==> src/rtl/cdg_pkg.sv <==
package cdg_pkg;

  typedef enum logic [1:0] {
    GATE_OFF       = 2'd0,
    GATE_WAIT_LOCK = 2'd1,
    GATE_ARMED     = 2'd2,
    GATE_RUN       = 2'd3
  } gate_state_t;

  typedef enum logic {
    SRC_PLL = 1'b0,
    SRC_REF = 1'b1
  } src_sel_t;

endpackage

==> src/rtl/cdg_sync.sv <==
module cdg_sync #(
  parameter int   STAGES  = 2,
  parameter logic RST_VAL = 1'b0
) (
  input  logic clk,
  input  logic rst_n,
  input  logic d_i,
  output logic q_o
);

  logic [STAGES-1:0] shift_q;

  always_ff @(posedge clk or negedge rst_n) begin
    if (!rst_n) begin
      shift_q <= {STAGES{RST_VAL}};
    end else begin
      shift_q <= {shift_q[STAGES-2:0], d_i};
    end
  end

  assign q_o = shift_q[STAGES-1];

endmodule

==> src/rtl/cdg_divider.sv <==
module cdg_divider
  import cdg_pkg::*;
#(
  parameter int MAX_LOG2 = 7,
  parameter int RATIO_W  = 3
) (
  input  logic               clk,
  input  logic               rst_n,
  input  logic               halt_i,
  input  logic               pll_tick_i,
  input  logic               ref_tick_i,
  input  logic               src_i,
  input  logic [RATIO_W-1:0] ratio_i,
  output logic               phase_o,
  output logic               fall_o
);

  localparam int CNT_W = (MAX_LOG2 < 1) ? 1 : MAX_LOG2;
  localparam logic [RATIO_W-1:0] RATIO_MAX = RATIO_W'(MAX_LOG2);

  src_sel_t           src_q;
  logic [RATIO_W-1:0] ratio_q;
  logic [RATIO_W-1:0] ratio_clamped;
  logic [CNT_W-1:0]   cnt_q;
  logic [CNT_W-1:0]   limit;
  logic               phase_q;
  logic               sel_tick;
  logic               at_limit;

  // Clamp the requested ratio to the largest one the counter can hold.
  always_comb begin
    ratio_clamped = (ratio_i > RATIO_MAX) ? RATIO_MAX : ratio_i;
  end

  // Half-period length in ticks, minus one.
  always_comb begin
    limit = CNT_W'((32'd1 << ratio_q) - 32'd1);
  end

  always_comb begin
    sel_tick = (src_q == SRC_PLL) ? pll_tick_i : ref_tick_i;
  end

  // ">=" lets a shrinking ratio end the half period at once, never wrap.
  assign at_limit = (cnt_q >= limit);
  assign fall_o   = phase_q & sel_tick & at_limit & ~halt_i;
  assign phase_o  = phase_q;

  always_ff @(posedge clk or negedge rst_n) begin
    if (!rst_n) begin
      src_q   <= SRC_PLL;
      ratio_q <= '0;
      cnt_q   <= '0;
      phase_q <= 1'b0;
    end else if (halt_i) begin
      src_q   <= src_sel_t'(src_i);
      ratio_q <= ratio_clamped;
      cnt_q   <= '0;
      phase_q <= 1'b0;
    end else begin
      // Shadow settings reload only during the low half period.
      if (!phase_q) begin
        src_q   <= src_sel_t'(src_i);
        ratio_q <= ratio_clamped;
      end
      if (sel_tick) begin
        if (at_limit) begin
          cnt_q   <= '0;
          phase_q <= ~phase_q;
        end else begin
          cnt_q <= cnt_q + CNT_W'(1);
        end
      end
    end
  end

endmodule

==> src/rtl/cdg_gate_fsm.sv <==
module cdg_gate_fsm
  import cdg_pkg::*;
(
  input  logic        clk,
  input  logic        rst_n,
  input  logic        run_req_i,
  input  logic        fall_i,
  input  logic        async_i,
  input  logic        pd_mode_i,
  input  logic        lock_i,
  output logic        en_o,
  output logic        pd_req_o,
  output gate_state_t state_o
);

  gate_state_t state_q;
  gate_state_t state_d;

  always_comb begin
    state_d = state_q;
    unique case (state_q)
      GATE_RUN: begin
        if (!run_req_i && (async_i || fall_i)) state_d = GATE_OFF;
      end
      GATE_OFF: begin
        if (run_req_i) state_d = pd_mode_i ? GATE_WAIT_LOCK : GATE_ARMED;
      end
      GATE_WAIT_LOCK: begin
        if (!run_req_i)  state_d = GATE_OFF;
        else if (lock_i) state_d = GATE_ARMED;
      end
      GATE_ARMED: begin
        if (!run_req_i)  state_d = GATE_OFF;
        else if (fall_i) state_d = GATE_RUN;
      end
      default: state_d = GATE_OFF;
    endcase
  end

  always_ff @(posedge clk or negedge rst_n) begin
    if (!rst_n) state_q <= GATE_OFF;
    else        state_q <= state_d;
  end

  assign en_o     = (state_q == GATE_RUN);
  assign pd_req_o = (state_q == GATE_OFF) && pd_mode_i;
  assign state_o  = state_q;

endmodule

==> src/rtl/clkdiv_gate.sv <==
module clkdiv_gate
  import cdg_pkg::*;
#(
  parameter int MAX_LOG2    = 7,
  parameter int SYNC_STAGES = 2,
  localparam int RATIO_W    = $clog2(MAX_LOG2 + 1)
) (
  input  logic               clk,
  input  logic               rst_n,
  input  logic               pll_tick_i,
  input  logic               ref_tick_i,
  input  logic               cfg_src_i,
  input  logic [RATIO_W-1:0] cfg_ratio_i,
  input  logic               cfg_pd_mode_i,
  input  logic               cfg_async_i,
  input  logic               ctl_n_i,
  input  logic               lock_i,
  output logic               clk_o,
  output logic               drive_en_o,
  output logic               pd_req_o
);

  logic        run_req;
  logic        div_phase;
  logic        div_fall;
  logic        gate_en;
  logic        async_kill;
  gate_state_t gate_state;

  cdg_sync #(
    .STAGES  (SYNC_STAGES),
    .RST_VAL (1'b0)
  ) u_sync (
    .clk   (clk),
    .rst_n (rst_n),
    .d_i   (ctl_n_i),
    .q_o   (run_req)
  );

  cdg_divider #(
    .MAX_LOG2 (MAX_LOG2),
    .RATIO_W  (RATIO_W)
  ) u_div (
    .clk        (clk),
    .rst_n      (rst_n),
    .halt_i     (pd_req_o),
    .pll_tick_i (pll_tick_i),
    .ref_tick_i (ref_tick_i),
    .src_i      (cfg_src_i),
    .ratio_i    (cfg_ratio_i),
    .phase_o    (div_phase),
    .fall_o     (div_fall)
  );

  cdg_gate_fsm u_gate (
    .clk       (clk),
    .rst_n     (rst_n),
    .run_req_i (run_req),
    .fall_i    (div_fall),
    .async_i   (cfg_async_i),
    .pd_mode_i (cfg_pd_mode_i),
    .lock_i    (lock_i),
    .en_o      (gate_en),
    .pd_req_o  (pd_req_o),
    .state_o   (gate_state)
  );

  // Immediate path: the raw pin skips the synchronizer.
  assign async_kill = cfg_async_i & ~ctl_n_i;

  assign clk_o      = div_phase & gate_en & ~async_kill;
  assign drive_en_o = cfg_pd_mode_i | (gate_en & ~async_kill);

endmodule

==> config.mk <==
export PLATFORM = sky130hd
export DESIGN_NAME = clkdiv_gate
export DESIGN_NICKNAME = d
export VERILOG_FILES = /design/src/rtl/cdg_pkg.sv /design/src/rtl/cdg_sync.sv /design/src/rtl/cdg_divider.sv /design/src/rtl/cdg_gate_fsm.sv /design/src/rtl/clkdiv_gate.sv
export SDC_FILE = /design/constraint.sdc
export NUM_CORES = 1
export LEC_CHECK = 0
export BUFFER_PORTS_ARGS = -buffer_cell sky130_fd_sc_hd__buf_2
export CAP_MARGIN = 10
export CORE_MARGIN = 3
export CORE_UTILIZATION = 40
export CTS_CLUSTER_SIZE = 10
export DETAILED_ROUTE_END_ITERATION = 16
export PLACE_DENSITY_LB_ADDON = 0.25
export SLEW_MARGIN = 5
export SYNTH_ARGS = -nofsm -noshare
export SYNTH_HDL_FRONTEND = slang
export SYNTH_SLANG_ARGS = --single-unit
==> constraint.sdc <==
create_clock -name clk -period 2.91 [get_ports clk]
set_input_delay 0.1455 -clock clk [delete_from_list [all_inputs] [get_ports clk]]
set_output_delay 0.1455 -clock clk [all_outputs]
set_load 0.01 [all_outputs]
# --- Yosys cells after proc, flatten, opt, wreduce, memory -nomap -nowiden ---
# Cells that the tools add are included.
totals:
  reg_bits: 16
  latch_bits: 0
  ramBits: 0
  romBits: 0
  output_inout_bits: 3
  word_cells: 60
  mem_count: 0
classes:
  add_sub_neg: 2
  multipliers: 0
  n_div: 0
  n_lt_le_gt_ge: 2
  n_eq_ne: 8
  shifts: 1
  mux: 20
  n_bitwise: 12
  n_reduce_logical: 9
op_table:
  columns: ["operator", "n"]
  rows:
  - ["2-to-1 mux 7 bit", 3]
  - ["2-to-1 mux 2 bit", 7]
  - ["2-to-1 mux 3 bit", 3]
  - ["one-hot mux 2 bit (4 select lines)", 1]
  - ["adder 7 x 1 -> 7 bit (second input constant)", 1]
  - ["bitwise AND 1 bit", 7]
  - [">= comparator 7 bit", 1]
  - ["left shift 1 x 3 -> 7 bit (first input constant)", 1]
  - ["subtractor 7 x 1 -> 7 bit (second input constant)", 1]
  - ["2-to-1 mux 1 bit", 6]
  - ["== test 2 bit (second input constant)", 2]
  - ["inequality test 2 x 1 -> 1 bit (second input constant)", 2]
  - ["NOT 1 bit", 4]
  - ["AND reduction 4 bit", 1]
  - ["nonzero test 2 bit", 2]
  - ["> comparator 3 bit (second input constant)", 1]
  - ["inequality test 3 x 2 -> 1 bit (second input constant)", 1]
  - ["inequality test 3 bit (second input constant)", 1]
  - ["== test 2 x 1 -> 1 bit (second input constant)", 1]
  - ["logical AND 1 bit", 2]
  - ["zero test 2 bit", 1]
  - ["inequality test 2 bit (second input constant)", 1]
  - ["AND reduction 2 bit", 1]
  - ["zero test 1 bit", 1]
  - ["2 further kinds", 2]

# --- Logic depth before layout (Yosys ltp) ---
# Gate-level depths: netlist of run 1.
logic_depth:
  depth_word: 9
  depth_mapped: 7
  mapped_depth_nobuf: 7

# --- Modules after synthesis ---
# From an unflattened synthesis of run 1, not the netlist that was laid out.
hier_totals:
  cells_unflattened: 95
  hier_area_um2: 954.7
modules_own_cells:
  columns: ["mod", "n_inst", "cells_per_inst", "area_per_inst_um2", "seq_area_each_um2"]
  rows:
  - ["cdg_divider", 1, 74, 753.2, 300.3]
  - ["cdg_gate_fsm", 1, 16, 123.9, 50.0]
  - ["cdg_sync", 1, 2, 50.0, 50.0]
  - ["clkdiv_gate", 1, 3, 27.5, 0.0]

# --- Least setup slack after synthesis of run 1 ---
# No wires, ideal clock.
synth_path:
  path_kind: "register -> register"
  startpoint: "reg u_div.ratio_q[1]"
  endpoint: "reg u_gate.state_q[1], in the netlist u_gate.state_o[1]"
  setup_time_ps: 96
  arrival_time_ps: 2129
  required_ps: 2814
  slack_ps: 686
  stages_incl_launch_ff: 8
  path_buffers: 0
  synth_period_minus_slack_ps: 2224
  cell_sequence: "dfrtp_1 -> or3_1 -> ha_1 -> nand2b_4 -> a211o_1 -> a211oi_4 -> nor3b_2 -> o32ai_2"
synth_via:
  elab_chain_cells: 9
  word_cells_on_any_way: 10
synth_rtl:
  columns: ["element", "line", "rtl"]
  rows:
  - ["from (decl)", "cdg_divider.sv:22", "logic [RATIO_W-1:0] ratio_q;"]
  - ["from (signal assigned)", "cdg_divider.sv:57", "ratio_q <= ratio_clamped;"]
  - ["from (signal assigned)", "cdg_divider.sv:64", "ratio_q <= ratio_clamped;"]
  - ["left shift 1 x 3 -> 7 bit *", "cdg_divider.sv:37", "limit = CNT_W'((32'd1 << ratio_q) - 32'd1);"]
  - ["subtractor 7 x 1 -> 7 bit *", "cdg_divider.sv:37", null]
  - [">= comparator 7 bit *", "cdg_divider.sv:45", "assign at_limit = (cnt_q >= limit);"]
  - ["bitwise AND 1 bit * (2 in series)", "cdg_divider.sv:46", "assign fall_o = phase_q & sel_tick & at_limit & ~halt_i;"]
  - ["logical OR 1 bit", "cdg_gate_fsm.sv:23", "if (!run_req_i && (async_i || fall_i)) state_d = GATE_OFF;"]
  - ["logical AND 1 bit", "cdg_gate_fsm.sv:23", null]
  - ["inequality test 2 x 1 -> 1 bit (no source line)", null, null]
  - ["AND reduction 4 bit (no source line) *", null, null]
  - ["to (signal assigned)", "cdg_gate_fsm.sv:42", "else state_q <= state_d;"]
  - ["to (decl)", "cdg_gate_fsm.sv:16", "gate_state_t state_q;"]
# Mark *: on every way between the ends. The rest lies on a longest branch, timed or not.
# A chain may end at the register's enable or synchronous reset.

# --- Worst setup path after layout of run 1 ---
# Same ends and word-level chain as after synthesis.

==> results of run 1 <==
-- worst reg2reg max path: cells and delay by family, from the launching register on --
kind | cells | cell delay, ns
AOI/OAI and AO/OA | 3 | 0.92
adders and majority gates | 1 | 0.28
and+or+nand+nor | 3 | 0.65
DFF | 1 | 0.44
-- cell usage after synthesis, drive strengths merged --
cell    instances  share of area
dfrtp          16           0.42
nor2           12          0.047
nand2          10          0.039
o21ai           9          0.051
ha              8           0.10
a21oi           7          0.036
inv             6          0.023
mux2            3          0.035
nand4           3          0.019
xor2            3          0.027
a211oi          2          0.029
mux2i           2          0.021
nand3           2          0.010
nor2b           2          0.013
nor3b           2          0.021
a211o           1         0.0091
a22oi           1         0.0078
and2            1         0.0065
buf             1         0.0052
nand2b          1          0.014
nand3b          1         0.0078
o32ai           1          0.017
or2             1         0.0065
or3             1         0.0065
or3b            1          0.012
or4             1         0.0091
xnor2           1         0.0091
-- cells by family after synthesis --
family / count (synthesis) / synth area share
AND/OR/NAND/NOR: 38 / 0.2114
adder cells (fa/ha/maj): 8 / 0.1038
multiplexers: 5 / 0.05577
XOR/XNOR: 4 / 0.03632
flip-flops: 16 / 0.4150
AO/OA/AOI/OAI: 21 / 0.1492
buffers and inverters: 7 / 0.02853
-- metal layers --
layer | global-route usage | vias to the layer above
li1 | - | 389
met1 | 0.1803 | 363
met2 | 0.2520 | 8
met3 | 0.02413 | 2
met4 | 0.07287 | 0
met5 | 0 | -
-- cell type report --
cell class,instances,share of cell area
repair buffers,17,0.08754
multi-input cells,76,0.4815
well taps,28,0.03143
clock buffers,3,0.02020
flip-flops and latches,16,0.3591
inverters,6,0.02020
-- power groups by stage --
stage / Sequential (uW) / Combinational [uW] / Clock, uW
3_5_place_dp: 323 / 255 / 0
2_1_floorplan: 307 / 203 / 0
3_3_place_gp: 321 / 247 / 0
4_1_cts: 319 / 257 / 119
6_report: 319 / 254 / 111
5_1_grt: 329 / 296 / 125
-- through the flow --
stage	total power, uW	hold WS [ns]	utilization	area, um2
floorplan	509.6	-0.1501	-	964.7
global placement	567.6	0.07883	0.4756	1072
detailed placement	578.5	0.08087	0.4756	1072
CTS	695.4	0.06100	0.4945	1115
global route	750.6	0.08154	0.4945	1115
finish	684.3	0.07545	0.4945	1115
-- path summary, 6_finish.rpt --
path                       slack (ns)                 to               from  cells after the start
setup / recovery                 0.53  u_gate.state_o[1]   u_div.ratio_q[1]                      7
hold / removal                   0.08   u_div.ratio_q[2]     cfg_ratio_i[2]                      3
setup reg to reg                 0.53  u_gate.state_o[1]   u_div.ratio_q[1]                      7
hold reg to reg                  0.37  u_sync.shift_q[1]  u_sync.shift_q[0]                      0
max in group asynchronous        2.36  u_gate.state_o[1]              rst_n                      2
min in group asynchronous        0.29  u_gate.state_o[0]              rst_n                      2
-- flip-flops by register name (all words and copies together) (netlist names) --
signal	count
u_div.cnt_q	7
u_div.ratio_q	3
u_gate.state_o	2
u_sync.shift_q	2
u_div.phase_o	1
u_div.src_q	1
-- repair_timing --
action,4_1_cts,5_1_grt
endpoints found under the setup margin,0,0
endpoints found under the hold margin,17,0
hold buffers,2,0
==> reports/qor.yml, run 1 <==
timing:
  worst_slew_pin_slew_ns: 0.3706
  drv_slew: 0
  fin_ws_ns: 0.5314
  relSlewSlack: 0.7521
  rsz0062_at_grt: "false"
  clock_skew_ns: 0.003535
  finalHoldViolations: 0
  tns_ns: 0
  setup_viol: 0
  fmax_ghz: 0.4204
  finalCritPeriodShare: 0.8174
  post-route-min-period_ns: 2.379
drt:
  route.met2.wl_um: 924
  wirelength_um: 1856
  routed_via_density: 5.219
  drc: 0
  met3WireLength_um: 47
  ant_nets: 0
  drt_pass1_iterations: 4
  wl_met1_um: 867
  wl_per_cell_um: 12.71
  top_layer_used: "met4"
  vias: 762
  dr.first_iter.drc_count: 6
pwr:
  vdd_drop_max_mv: 0.2758
  sw_frac_of_total: 0.3609
  p_sw_uw: 247.0
  pwr-share-clk: 0.163
  p_leak_uw: 0.0005391
  internal-power_uw: 437.4
  comb_power_share: 0.370
  seqPwrFrac: 0.467
  p_per_area_nw_per_um2: 613.8
logic_synthesis:
  synth.yosys.seq_area_share: 0.4150
  ys_ff_latch: 16
  yosysUniqueCellTypes: 31
  syn_area_um2: 964.7
  syn_avg_cell_area_um2: 9.744
  ys.warnings.count: 0
  synthCells: 99
  syn-num-nets: 119
setup_path:
  slowest_stage: "dfrtp_1"
  crit_path_max_incr_delay_ns: 0.44
  cp_max_fo: 7
  critPathTopFamily: "compound AO/OA/AOI/OAI gates"
  cp-start-kind: "flip-flop"
  crit_buf_inv: 0
  worstPathCellList: "or3_1, ha_1, nand2b_4, a211o_1, a211oi_4, nor3b_2, o32ai_2"
  cp.required_ns: 3.10
  critPathCaptureType: "flip-flop"
  worstSetupPathType: "reg2reg"
  cp.arrival_ns: 2.57
placement:
  place.gp.congestion: 0.7079
  post-place-ws_ns: 0.5378
  port_buffers: 14
  place_inst: 141
  dp_hpwl_um: 1464
clock_tree:
  clk_pin_slew_ns: 0.09
  postCtsSetupBuffers: 0
  cts_resized: 0
  cts_tree: "built"
  clock_latency_ns: 0.28
  cts_sinks: 16
  cts_inserted_buffers: 3
  clk_path_buf_depth: 2
  cts_root_buf: "clkbuf_4"
  htree_levels: 1
worst_hold_path:
  hold_path_class: "in2reg"
die:
  die_area_um2: 3037
  num_io_pins: 15
  fp-row-count: 17
  start_util: 0.4279
  core_area_um2: 2255
  chipWidth_um: 55.11
  fp.dieH_um: 55.11
final_layout:
  fillers: 238
  final_cell_count_no_fill: 146
  layout.nets: 140
  antenna_cells: 0
  regArea_um2: 400.4
  area_delta_synth_final_pct: 15.56
  multiInputGateArea_um2: 536.8
  drive_above_1_share: 0.2458
  most-common-layout-cells: "16 x dfrtp_1, 14 x buf_2, 12 x nor2_1"
  layout.cells.most_common: "dfrtp_1"
global_route:
  grt_pass1_vias: 752
  antenna_found_initial: 0
  grt_max_degree: 17
  gr-total-overflow: 0
  grt_pass1_wl_um: 3118
  grt_use_total: 0.1482
run_status:
  status: "finished, final reports clean"
run:
  drv_cap: 0
(Power assumes the default switching activity.)
==> run 2: changes to the inputs <==
ABC_AREA = 1   (was default)
clock period = 1.93 ns   (was 2.91 ns; I/O delays follow)
==> run 2 against run 1 <==
Net effect: first-iteration DRC count increased to 4.5 times the previous value; cell count increased by 23%; sequential cell count unchanged; worst setup slack got worse by 0.36 ns; synthesized cell count increased by 34%; utilization increased by 1.0 points; sequential power increased by 71%; via count increased by 17%.
==> reports/qor.yml, run 2 <==
final_layout:
  most-common-layout-cells: "36 x nand2_1, 20 x inv_1, 16 x dfrtp_1"
  layout.cells.most_common: "nand2_1"
  drive_above_1_share: 0.1722
  top_register: "u_div.cnt_q"
  antenna_cells: 0
  largest_register_ffs: 7
  layout.nets: 173
  top_regs: "u_div.cnt_q x7, u_div.ratio_q x3"
  final_util: 0.5046
  area_delta_synth_final_pct: 14.58
drt:
  routed_via_density: 5.000
  wl_per_cell_um: 11.65
  vias: 895
  drt_pass1_iterations: 5
  wirelength_um: 2086
  dr.first_iter.drc_count: 27
  ant_nets: 0
  drc: 0
placement:
  place.gp.congestion: 0.7140
  dp_hpwl_um: 1612
  post-place-ws_ns: 0.1204
  port_buffers: 14
setup_path:
  cp.arrival_ns: 1.99
  cpMostUsedCell: "nand2_1"
  slowest_stage: "dfrtp_1"
  crit_buf_inv: 1
  cp-start-kind: "flip-flop"
  cp_max_fo: 6
  crit_path_max_incr_delay_ns: 0.44
  worstPathCellList: "o21ai_0, ha_1, nand2_1, nand2_1, a21oi_1, nand2_2, o21ai_4, inv_1, nor2_1"
  critPathTopFamily: "compound AO/OA/AOI/OAI gates"
  critPathCaptureType: "flip-flop"
  worstSetupPathType: "reg2reg"
  cp.required_ns: 2.16
timing:
  relSlewSlack: 0.7494
  rsz0062_at_grt: "false"
  clock_skew_ns: 0.002090
  tns_ns: 0
  finalHoldViolations: 0
  fin_ws_ns: 0.1730
  drv_slew: 0
  worst_slew_pin_slew_ns: 0.3759
  setup_viol: 0
  fmax_ghz: 0.5692
  finalCritPeriodShare: 0.9104
  post-route-min-period_ns: 1.757
worst_hold_path:
  hold_path_class: "in2reg"
pwr:
  p_leak_uw: 0.0006420
  p_per_area_nw_per_um2: 1172
  vdd_drop_max_mv: 0.5832
die:
  start_util: 0.4404
  fp.dieH_um: 56.52
  die_area_um2: 3195
  fp-row-count: 17
  core_area_um2: 2318
  num_io_pins: 15
  chipWidth_um: 56.52
logic_synthesis:
  yosys.area.top_type: "dfrtp_1"
  syn_avg_cell_area_um2: 7.677
  ys.flop_type: "dfrtp_1"
  syn-num-nets: 153
  ys.warnings.count: 0
  yosysMostFrequentCell: "nand2_1"
  synthCells: 133
  ys_top_cells_by_count: "37 x nand2_1, 20 x inv_1, 16 x dfrtp_1, 12 x nor2_1"
  yosys-top-cells-area: "dfrtp_1 39%, nand2_1 14%, ha_1 9.8%, inv_1 7.4%, nor2_1 4.4%"
  synth.yosys.seq_area_share: 0.3922
  synthArstFlopShare: 1.000
  yosysUniqueCellTypes: 21
  yosys.area.top_type_share: 0.3922
  ys_ff_latch: 16
  syn_area_um2: 1021
  synth_edf_count: 0
global_route:
  grt_max_degree: 17
  grt_pass1_vias: 833
  grt_use_total: 0.1409
  grt_pass1_wl_um: 3532
  gr-total-overflow: 0
  antenna_found_initial: 0
clock_tree:
  cts_inserted_buffers: 3
  cts_tree: "built"
  clk_pin_slew_ns: 0.09
  htree_levels: 1
  postCtsSetupBuffers: 0
  cts_root_buf: "clkbuf_4"
  clock_latency_ns: 0.29
  cts_sinks: 16
  clk_path_buf_depth: 2
run_status:
  status: "finished, final reports clean"
run:
  drv_cap: 0
-- run 2: cell count changes in the layout (fill, tap and decap cells not counted), moves of 3 or more --
cell and change:
nand2_1 +26, inv_1 +14, nand3_1 +6, nand2_4 +3, mux2_2 -3, o21ai_1 +3
-- run 2: tightest hold or removal path, delay by kind of cell --
kind / cells / cell delay, ns
buffers and inverters: 1 / 0.07
AOI/OAI and AO/OA: 1 / 0.06
and+or+nand+nor: 1 / 0.04
-- run 2: final timing paths --
kind / startpoint / endpoint / slack, ns / cells past startpoint
worst max-delay path: u_div.ratio_q[1] / u_div.cnt_q[3] / 0.17 / 9
worst min-delay path: cfg_ratio_i[2] / u_div.ratio_q[2] / 0.005 / 3
worst max register to register: u_div.ratio_q[1] / u_div.cnt_q[3] / 0.17 / 9
worst min register to register: u_sync.shift_q[0] / u_sync.shift_q[1] / 0.36 / 0
max in group asynchronous: rst_n / u_div.ratio_q[1] / 1.42 / 2
min in group asynchronous: rst_n / u_div.cnt_q[4] / 0.24 / 2
-- run 2: timing repair --
| item | CTS | global route |
|---|---|---|
| resized for setup | 0 | 3 |
| hold endpoints to repair | 17 | 0 |
| hold buffers | 2 | 0 |
| setup endpoints to repair | 0 | 8 |
-- run 2: metal layers --
layer  track usage  vias to the layer above  part of all wire
met3       0.02069                        5             0.052
met4       0.07119                        0             0.024
li1              -                      462                 -
met2        0.2492                       27              0.50
met1        0.1626                      401              0.42
met5             0                        -                 0
-- run 2: where the power goes --
group          total (uW)  internal (uW)  switching, uW
combinational         642            248            394
sequential            546            427            118
clock                 183           72.7            110
-- run 2: area by class of cell --
class                           count  area (um2)
Clock buffer                        3       22.52
Fill cell                         225        1149
Inverter                           21       78.83
Multi-Input combinational cell     95       543.0
Sequential cell                    16       400.4
Tap cell                           28       35.03
Timing Repair Buffer               16       90.09
-- run 2: stage by stage --
step / instance area [um2] / std cells / hold slack (ns) / total power [uW]
2_1_floorplan: 1021 / 133 / -0.1991 / 1024
3_3_place_gp: 1115 / 174 / 0.02964 / 1137
3_5_place_dp: 1115 / 174 / 0.03747 / 1174
5_1_grt: 1170 / 179 / 0.02833 / 1502
6_report: 1170 / 179 / 0.004547 / 1371
4_1_cts: 1157 / 179 / 0.003380 / 1359
-- run 2: cell families after synthesis --
kind of cell,count (synthesis),share of synthesized area
xor gates and xnor gates,2,0.01716
and+or+nand+nor,67,0.3002
AOI/OAI and AO/OA,16,0.08211
DFF,16,0.3922
buffers and inverters,22,0.08823
muxes,2,0.02206
adders and majority gates,8,0.09804
